## config.mk

```make
export PLATFORM = sky130hd
export DESIGN_NAME = frame_timing_gen
export DESIGN_NICKNAME = d
export VERILOG_FILES = /design/src/rtl/frm_pkg.sv /design/src/rtl/frm_offset_sel.sv /design/src/rtl/frm_pos_counter.sv /design/src/rtl/frm_slot_decode.sv /design/src/rtl/frame_timing_gen.sv
export SDC_FILE = /design/constraint.sdc
export NUM_CORES = 1
export LEC_CHECK = 0
export BUFFER_PORTS_ARGS = -buffer_cell sky130_fd_sc_hd__buf_2
export CAP_MARGIN = 20
export CORE_MARGIN = 10
export CORE_UTILIZATION = 50
export DETAILED_ROUTE_END_ITERATION = 10
export PLACE_DENSITY = 0.69
export SLEW_MARGIN = 20
export SYNTH_ARGS = -nofsm -noshare
export SYNTH_HDL_FRONTEND = slang
export SYNTH_SLANG_ARGS = --single-unit
```

## constraint.sdc

```tcl
create_clock -name clk -period 23.7 [get_ports clk]
set_input_delay 4.74 -clock clk [delete_from_list [all_inputs] [get_ports clk]]
set_output_delay 4.74 -clock clk [all_outputs]
set_load 0.01 [all_outputs]
```

## src/rtl/frm_pkg.sv

```systemverilog
`timescale 1ns/1ps
package frm_pkg;

    localparam int FRM_COLS    = 270;
    localparam int FRM_ROWS    = 9;
    localparam int FRM_BYTES   = FRM_COLS * FRM_ROWS;
    localparam int TOH_COLS    = 9;
    localparam int TRACE_COL   = 6;
    localparam int PTR_ROW     = 3;
    localparam int SPARE_STEP  = 3;
    localparam int OFS_W       = 12;
    localparam int COL_W       = $clog2(FRM_COLS);
    localparam int ROW_W       = $clog2(FRM_ROWS);
    localparam int DATA_W      = 8;
    localparam logic [DATA_W-1:0] DEFAULT_TRACE = 8'h01;

    typedef struct packed {
        logic [ROW_W-1:0] row;
        logic [COL_W-1:0] col;
    } frm_pos_t;

    typedef struct packed {
        logic ext_mode;
        logic hw_en;
        logic dly_ctl;
    } comp_ctl_t;

    typedef struct packed {
        logic sof;
        logic c1_slot;
        logic unused_slot;
        logic toh_col;
    } slot_info_t;

    function automatic logic comp_active(input comp_ctl_t c);
        return c.ext_mode & c.hw_en & c.dly_ctl;
    endfunction

    // Split a linear byte index into row and column by repeated subtraction.
    function automatic frm_pos_t split_pos(input logic [OFS_W-1:0] lin);
        frm_pos_t p;
        logic [OFS_W-1:0] rem;
        rem   = lin;
        p.row = '0;
        for (int r = 0; r < FRM_ROWS - 1; r++) begin
            if (rem >= OFS_W'(FRM_COLS)) begin
                rem   = rem - OFS_W'(FRM_COLS);
                p.row = p.row + ROW_W'(1);
            end
        end
        p.col = COL_W'(rem);
        return p;
    endfunction

endpackage

```

## src/rtl/frm_offset_sel.sv

```systemverilog
`timescale 1ns/1ps
module frm_offset_sel
    import frm_pkg::*;
#(
    parameter int LAST_POS = FRM_BYTES - 1
) (
    input  logic [OFS_W-1:0] ofs_val,
    input  comp_ctl_t        ctl,
    output frm_pos_t         load_pos
);
    localparam logic [OFS_W-1:0] LAST_LIN = OFS_W'(LAST_POS);

    logic             in_range;
    logic [OFS_W-1:0] eff_ofs;

    always_comb begin
        in_range = (ofs_val <= LAST_LIN);
        eff_ofs  = (comp_active(ctl) && in_range) ? ofs_val : '0;
        load_pos = split_pos(eff_ofs);
    end
endmodule

```

## src/rtl/frm_pos_counter.sv

```systemverilog
`timescale 1ns/1ps
module frm_pos_counter
    import frm_pkg::*;
#(
    parameter int COLS = FRM_COLS,
    parameter int ROWS = FRM_ROWS
) (
    input  logic     clk,
    input  logic     rst,
    input  logic     byte_en,
    input  logic     ext_pulse,
    input  frm_pos_t load_pos,
    output frm_pos_t pos,
    output logic     locked
);
    localparam logic [COL_W-1:0] LAST_COL = COL_W'(COLS - 1);
    localparam logic [ROW_W-1:0] LAST_ROW = ROW_W'(ROWS - 1);

    frm_pos_t pos_nxt;

    always_comb begin
        pos_nxt = pos;
        if (ext_pulse) begin
            pos_nxt = load_pos;
        end else if (pos.col == LAST_COL) begin
            pos_nxt.col = '0;
            pos_nxt.row = (pos.row == LAST_ROW) ? '0 : pos.row + ROW_W'(1);
        end else begin
            pos_nxt.col = pos.col + COL_W'(1);
        end
    end

    always_ff @(posedge clk) begin
        if (rst) begin
            pos    <= '0;
            locked <= 1'b0;
        end else if (byte_en) begin
            pos <= pos_nxt;
            if (ext_pulse) begin
                locked <= 1'b1;
            end
        end
    end
endmodule

```

## src/rtl/frm_slot_decode.sv

```systemverilog
`timescale 1ns/1ps
module frm_slot_decode
    import frm_pkg::*;
#(
    parameter int OH_COLS = TOH_COLS,
    parameter int C1_COL  = TRACE_COL,
    parameter int FULL_R  = PTR_ROW,
    parameter int STEP    = SPARE_STEP
) (
    input  frm_pos_t          pos,
    input  logic              cpu_c1_en,
    input  logic              toh_ins_en,
    input  logic              ais_en,
    input  logic              zero_fill,
    input  logic [DATA_W-1:0] cpu_c1_val,
    output slot_info_t        info,
    output logic [DATA_W-1:0] c1_byte,
    output logic              unused_oe,
    output logic              ais_force
);
    localparam logic [COL_W-1:0] OH_LIM  = COL_W'(OH_COLS);
    localparam logic [COL_W-1:0] C1_C    = COL_W'(C1_COL);
    localparam logic [ROW_W-1:0] FULL_RW = ROW_W'(FULL_R);
    localparam logic [COL_W-1:0] STEP_C  = COL_W'(STEP);

    logic row_all_used;
    logic col_defined;

    always_comb begin
        info.toh_col     = (pos.col < OH_LIM);
        info.sof         = (pos.row == '0) && (pos.col == '0);
        info.c1_slot     = (pos.row == '0) && (pos.col == C1_C);
        row_all_used     = (pos.row == '0) || (pos.row == FULL_RW);
        col_defined      = ((pos.col % STEP_C) == '0);
        info.unused_slot = info.toh_col && !row_all_used && !col_defined;
        unused_oe        = !info.unused_slot || zero_fill;
        c1_byte          = (cpu_c1_en && toh_ins_en) ? cpu_c1_val : DEFAULT_TRACE;
        ais_force        = ais_en && (!info.toh_col || toh_ins_en);
    end
endmodule

```

## src/rtl/frame_timing_gen.sv

```systemverilog
`timescale 1ns/1ps
module frame_timing_gen
    import frm_pkg::*;
(
    input  logic              clk,
    input  logic              rst,
    input  logic              byte_en,
    input  logic              ext_pulse,
    input  logic [OFS_W-1:0]  ofs_val,
    input  logic              ext_mode,
    input  logic              hw_en,
    input  logic              dly_ctl,
    input  logic              cpu_c1_en,
    input  logic              toh_ins_en,
    input  logic              ais_en,
    input  logic              zero_fill,
    input  logic [DATA_W-1:0] cpu_c1_val,
    output logic [ROW_W-1:0]  row,
    output logic [COL_W-1:0]  col,
    output logic              sof,
    output logic              locked,
    output logic              c1_slot,
    output logic [DATA_W-1:0] c1_byte,
    output logic              unused_slot,
    output logic              unused_oe,
    output logic              ais_force
);
    comp_ctl_t  ctl;
    frm_pos_t   load_pos;
    frm_pos_t   pos;
    slot_info_t info;

    assign ctl = '{ext_mode: ext_mode, hw_en: hw_en, dly_ctl: dly_ctl};

    frm_offset_sel u_ofs (
        .ofs_val  (ofs_val),
        .ctl      (ctl),
        .load_pos (load_pos)
    );

    frm_pos_counter u_cnt (
        .clk       (clk),
        .rst       (rst),
        .byte_en   (byte_en),
        .ext_pulse (ext_pulse),
        .load_pos  (load_pos),
        .pos       (pos),
        .locked    (locked)
    );

    frm_slot_decode u_dec (
        .pos        (pos),
        .cpu_c1_en  (cpu_c1_en),
        .toh_ins_en (toh_ins_en),
        .ais_en     (ais_en),
        .zero_fill  (zero_fill),
        .cpu_c1_val (cpu_c1_val),
        .info       (info),
        .c1_byte    (c1_byte),
        .unused_oe  (unused_oe),
        .ais_force  (ais_force)
    );

    assign row         = pos.row;
    assign col         = pos.col;
    assign sof         = info.sof;
    assign c1_slot     = info.c1_slot;
    assign unused_slot = info.unused_slot;
endmodule

```

==> results of run 1 <==
-- routing by layer --
layer  GRT usage (%)  vias to the layer above  wire length, µm
met5               0                        -                0
li1                -                     3778                -
met4            4.08                        0              313
met1            29.7                     3546             9590
met2            34.6                      323             9200
met3            1.77                       34             1370
-- flip-flops by register name, indices dropped and copies added, names as in the netlist --
name	flops
u_cnt.locked	1
u_cnt.pos	13
-- cells in the mapped netlist (5+ instances only) --
cell and number:
nor2_2 8, a211oi_1 26, and3_1 28, buf_2 7, nand2_1 81, nand2b_1 11
nor2_1 94, a22oi_1 6, buf_6 10, or2_2 6, o211a_1 6, a211o_1 5
o22ai_1 10, buf_4 8, a31oi_1 13, a311oi_1 5, nand4_1 14, nor4_1 14
ha_1 24, o211ai_1 11, xor2_1 12, inv_1 20, o221ai_1 5, clkbuf_1 14
o32ai_1 5, or3_1 13, a21oi_2 6, o21a_1 14, nor4_4 5, mux2i_1 13
o21ai_1 14, nor2b_1 6, nor3_1 33, a21o_1 6, and2_1 13, mux2_2 16
dfxtp_1 14, a21oi_1 62, o2111ai_1 9, nand3_1 38, o21ai_0 50, xnor2_1 47
-- kinds of logic after synthesis --
| family | count (synthesis) | share of synthesized area, % |
|---|---|---|
| adders and majority gates | 24 | 4.43 |
| DFF | 14 | 4.13 |
| xor gates and xnor gates | 59 | 7.62 |
| muxes | 30 | 4.78 |
| and+or+nand+nor | 410 | 33.1 |
| buffers and inverters | 63 | 5.33 |
| AOI/OAI and AO/OA | 351 | 40.6 |
-- worst max-delay path, delay by kind of cell --
kind	cells	cell delay, ns
adders and majority gates	7	1.96
xor gates and xnor gates	1	0.12
and+or+nand+nor	29	6.42
buffers and inverters	2	0.36
muxes	2	0.77
AOI/OAI and AO/OA	19	5.16
-- power breakdown --
| part | switching, W | internal, W | leakage [nW] |
|---|---|---|---|
| combinational | 0.000486 | 0.000318 | 2.48 |
| clock | 0.00000935 | 0.0000220 | 0.0370 |
| sequential | 0.0000175 | 0.0000297 | 0.115 |
-- metrics by stage --
| step | area [µm²] | util [%] | power (W) | hold slack (ns) | cells |
|---|---|---|---|---|---|
| finish | 7080 | 53.5 | 0.000883 | 0.463 | 1145 |
| floorplan | 6780 | - | 0.000703 | 0.505 | 951 |
| CTS | 7080 | 53.5 | 0.000875 | 0.470 | 1145 |
| detailed placement | 7010 | 52.9 | 0.000839 | 0.460 | 1142 |
| global route | 7080 | 53.5 | 0.000981 | 0.501 | 1145 |
| global placement | 7010 | 52.9 | 0.000835 | 0.454 | 1142 |
-- final cells by class --
type | instances | share of cell area, %
Inverter | 20 | 1.06
Multi-Input combinational cell | 874 | 86.7
Tap cell | 176 | 3.11
Clock buffer | 3 | 1.06
Sequential cell | 14 | 3.96
Timing Repair Buffer | 58 | 4.13
-- worst max path at each step --
stage,end,slack (ns)
final,u_cnt.pos[5],4.27
after global routing,u_cnt.pos[5],2.67
after CTS,u_cnt.pos[5],4.44
after detailed placement,u_cnt.pos[5],4.23
after global placement,u_cnt.pos[5],4.69
after floorplan,u_cnt.pos[5],6.28
==> flow_metrics.py, run 1 <==
metrics = {
    "sta": {
        "worst_pin_slew_ns": 0.921,
        "rsz0062_at_grt": "false",
        "setup_ws_ns": 4.27,
        "relSlewSlack_pct": 37.8,
        "fin_crit_sh_pct": 82.0,
        "fmax_ghz": 0.0515,
        "drv_slew": 0,
        "tns_ns": 0,
        "final.setup_skew_ns": 0.00447,
        "fin_crit_ns": 19.43,
        "setup_viol": 0,
        "finalHoldViolations": 0,
    },
    "critical_path": {
        "r2r-end": "u_cnt.pos[5]",
        "worstSetupEndpointType": "flip-flop",
        "crit_arrival_ns": 19.55,
        "crit_fanout": 14,
        "cpMaxStageDelayCell": "or4_1",
        "reg2reg_slack_ns": 20.80,
        "startpoint_type": "input pin",
        "ff2ff_path_depth": 8,
        "reg2reg_from": "u_cnt.pos[3]",
        "cpMostUsedCell": "nand2_1",
        "crit_required_ns": 23.82,
        "crit_path_start": "ofs_val[8]",
        "worst_path_largest_cell_delay_ns": 0.69,
        "path_class": "input pin to flip-flop",
    },
    "finish": {
        "nets": 1026,
        "syn2layout_area_growth_pct": 4.45,
        "final_common_cell": "nor2_1",
        "seqCellArea_um2": 280,
        "fillers": 1330,
        "multi_input_area_um2": 6140,
        "final_cell_mix": "nor2_1, nand2_1, a21oi_1",
        "diodes": 0,
        "drive_above_1_share_pct": 17.5,
    },
    "run_status": {
        "outcome": "complete, no violations",
    },
    "clock_tree": {
        "h-tree-depth": 1,
        "cts_sinks": 14,
        "numCtsBuffers": 3,
        "clockBufferDepth": 2,
        "cts_resized": 0,
        "hold_buffers": 0,
        "cts_tree": "done",
        "cts_setup_buffers": 0,
        "cts-root-buf": "clkbuf_16",
        "clk_pin_slew_worst_paths_ns": 0.04,
        "worstSkewPairLatency_ns": 0.24,
    },
    "yosys": {
        "synth_ff_type": "dfxtp_1",
        "synth_area_per_cell_um2": 7.13,
        "ys_warn_count": 0,
        "yosys.cell_types.count": 126,
        "ys_seq_elements": 14,
        "synth_nets": 1006,
        "synth-edff-count": 0,
        "async_flop_share_pct": 0,
        "synth.area.top_cells": "xnor2_1, nor2_1, a21oi_1",
        "seq_area_frac_synth_pct": 4.13,
        "netlist.area_leader.share_pct": 6.07,
        "synth_area_leader_cell": "xnor2_1",
        "syn_inst": 951,
        "syn_area_um2": 6780,
    },
    "global_routing": {
        "antenna_found_initial": 0,
        "grt_max_degree": 25,
        "grt_pass1_vias": 7036,
        "grt_pass1_wl_mm": 34.5,
        "overflow": 0,
        "grt_util_all_layers_pct": 21.2,
    },
    "die": {
        "rows": 42,
        "dieArea_um2": 18600,
        "start_util_pct": 51.2,
        "dieHeight_um": 136,
        "ios": 58,
        "core-area_um2": 13200,
        "die_x_um": 136,
    },
    "detailed_routing": {
        "drtAntennaViolNets": 0,
        "post_drt_wl_per_cell_um": 17.9,
        "drc": 0,
        "vias_per_cell": 6.71,
        "via_count": 7681,
        "routed_wl_mm": 20.5,
        "drt-initial-drc-count": 783,
        "first_pass_iters": 6,
    },
    "min_path": {
        "min_path_type": "flip-flop to flip-flop",
        "min_path_cells": 2,
        "hold_start": "u_cnt.locked",
        "min_to": "u_cnt.locked",
    },
    "power_and_ir_drop": {
        "power_density_nw_per_um2": 125,
        "ir_drop_mv": 0.0707,
        "total_leakage_power_nw": 2.63,
    },
    "placement": {
        "dp_hpwl_mm": 16.2,
        "io_buffers": 57,
        "dp_slack_ns": 4.23,
        "place_congestion": 0.990,
    },
    "run": {
        "drv_cap": 0,
    },
}
No activity file was read; power rests on OpenSTA's default activity.
==> run 2, diff against run 1 <==
--- a/config.mk
+++ b/config.mk
@@ -5,12 +5,13 @@
 export SDC_FILE = /design/constraint.sdc
 export NUM_CORES = 1
 export LEC_CHECK = 0
+export ABC_AREA = 1
 export BUFFER_PORTS_ARGS = -buffer_cell sky130_fd_sc_hd__buf_2
 export CAP_MARGIN = 20
 export CORE_MARGIN = 10
 export CORE_UTILIZATION = 50
 export DETAILED_ROUTE_END_ITERATION = 10
-export PLACE_DENSITY = 0.69
+export PLACE_DENSITY = 0.72
 export SLEW_MARGIN = 20
 export SYNTH_ARGS = -nofsm -noshare
 export SYNTH_HDL_FRONTEND = slang
==> constraint.sdc (replaced) <==
create_clock -name clk -period 15.8 [get_ports clk]
set_input_delay 3.16 -clock clk [delete_from_list [all_inputs] [get_ports clk]]
set_output_delay 3.16 -clock clk [all_outputs]
set_load 0.01 [all_outputs]
==> flow_metrics.py, run 2 <==
metrics = {
    "yosys": {
        "seq_area_frac_synth_pct": 4.49,
        "synth_ff_type": "dfxtp_1",
        "synth_nets": 1148,
        "syn_area_um2": 6250,
        "netlist.area_leader.share_pct": 17.6,
        "yosys.cell_types.count": 52,
        "syn_inst": 1093,
        "ys_seq_elements": 14,
        "synth-edff-count": 0,
        "ys_top_cells_by_count": "nand2_1, inv_1, nor2_1",
        "yosysMostFrequentCell": "nand2_1",
        "synth.area.top_cells": "nand2_1, inv_1, nand3_1",
        "async_flop_share_pct": 0,
        "synth_area_per_cell_um2": 5.72,
        "ys_warn_count": 0,
        "synth_area_leader_cell": "nand2_1",
    },
    "detailed_routing": {
        "routed_wl_mm": 15.5,
        "post_drt_wl_per_cell_um": 11.9,
        "vias_per_cell": 5.13,
        "via_count": 6694,
        "drtAntennaViolNets": 0,
        "first_pass_iters": 5,
        "drt-initial-drc-count": 324,
        "drc": 0,
    },
    "finish": {
        "final_cell_mix": "nand2_1, inv_1, nor2_1",
        "drive_above_1_share_pct": 21.7,
        "seqCellArea_um2": 280,
        "fillers": 1291,
        "top_register": "u_cnt.pos",
        "largest_reg_flops": 13,
        "final_common_cell": "nand2_1",
        "fin_area_um2": 6670,
        "largestRegisters": "u_cnt.pos: 13 flops, u_cnt.locked: 1 flops",
        "syn2layout_area_growth_pct": 6.69,
        "diodes": 0,
        "multi_input_area_um2": 5120,
        "nets": 1193,
    },
    "die": {
        "dieHeight_um": 132,
        "rows": 40,
        "start_util_pct": 51.6,
        "dieArea_um2": 17400,
        "die_x_um": 132,
        "core-area_um2": 12100,
        "ios": 58,
    },
    "global_routing": {
        "antenna_found_initial": 0,
        "grtUsageMet2_pct": 29.3,
        "grt_util_all_layers_pct": 16.7,
        "met1_usage_pct": 22.2,
        "grt_pass1_vias": 6017,
        "grtUsageMet3_pct": 1.64,
        "grt_busiest_layer": "met2",
        "grt_max_degree": 19,
        "overflow": 0,
        "grt_pass1_wl_mm": 26.4,
    },
    "clock_tree": {
        "cts_setup_buffers": 0,
        "worstSkewPairLatency_ns": 0.25,
        "hold_buffers": 0,
        "cts-root-buf": "clkbuf_16",
        "numCtsBuffers": 3,
        "cts_tree": "done",
        "cts_sinks": 14,
        "cts_resized": 0,
        "clockBufferDepth": 2,
        "h-tree-depth": 1,
        "clk_pin_slew_worst_paths_ns": 0.05,
    },
    "sta": {
        "drv_slew": 0,
        "worst_pin_slew_ns": 0.695,
        "fmax_ghz": 0.0777,
        "tns_ns": 0,
        "rsz0062_at_grt": "false",
        "fin_crit_ns": 12.86,
        "finalHoldViolations": 0,
        "setup_viol": 0,
        "fin_crit_sh_pct": 81.4,
        "relSlewSlack_pct": 53.5,
        "final.setup_skew_ns": 0.00231,
    },
    "run": {
        "drv_cap": 0,
    },
    "critical_path": {
        "cpMaxStageDelayCell": "nand3_4",
        "cpMostUsedCell": "nand2_1",
        "path_class": "input pin to flip-flop",
        "crit_required_ns": 15.93,
        "crit_arrival_ns": 13.00,
        "worstSetupEndpointType": "flip-flop",
        "startpoint_type": "input pin",
        "crit_fanout": 18,
        "crit_path_start": "ofs_val[0]",
        "worst_path_largest_cell_delay_ns": 0.27,
        "reg2reg_from": "u_cnt.pos[1]",
    },
    "placement": {
        "dp_hpwl_mm": 13.2,
        "io_buffers": 57,
        "placed_cell_area_um2": 6580,
        "place_congestion": 0.945,
    },
    "min_path": {
        "hold_start": "u_cnt.locked",
        "min_path_type": "flip-flop to flip-flop",
    },
    "run_status": {
        "outcome": "complete, no violations",
    },
}
[run 2: layout make-up]
type                            instances  area share [%]
Clock buffer                            4            1.33
Inverter                              180            10.2
Multi-Input combinational cell        882            76.9
Sequential cell                        14            4.20
Tap cell                              168            3.15
Timing Repair Buffer                   57            4.28
[run 2: through the flow]
step	utilization, %	worst slack (ns)	instances	hold slack (ns)
2_1_floorplan	-	4.16	1093	0.503
3_3_place_gp	54.3	3.06	1301	0.455
3_5_place_dp	54.3	2.74	1301	0.476
4_1_cts	55.0	2.98	1305	0.488
5_1_grt	55.0	1.66	1305	0.531
6_report	55.0	2.94	1305	0.494
[run 2: final timing paths]
| path | endpoint | slack, ns | depth (start not counted) |
|---|---|---|---|
| max | u_cnt.pos[11] | 2.94 | 81 |
| min | u_cnt.locked | 0.49 | 2 |
| max reg2reg | u_cnt.pos[7] | 13.79 | 9 |
| min reg2reg | u_cnt.locked | 0.49 | 2 |
[run 2: kinds of logic after synthesis]
logic type                 after synthesis  synth area share, %
AOI/OAI and AO/OA                      104                 10.6
and+or+nand+nor                        689                 57.4
muxes                                    1                0.160
adders and majority gates               24                 4.81
DFF                                     14                 4.49
buffers and inverters                  197                 13.5
xor gates and xnor gates                64                 9.09
[run 2: routing by layer]
metal | vias to the layer above | share of wire [%]
met5 | - | 0
met4 | 0 | 0.43
met3 | 6 | 3.9
met2 | 153 | 47
met1 | 2969 | 48
li1 | 3566 | -
[run 2: critical path: cells and delay by family]
kind / cells / cell delay (ns)
buffers and inverters: 12 / 1.00
AOI/OAI and AO/OA: 2 / 0.32
and+or+nand+nor: 60 / 7.11
adders and majority gates: 7 / 1.39
Power of run 2 is left out: the tool's default activity adds up to more than one toggle a clock period on the data nets, which glitch-free logic cannot reach.
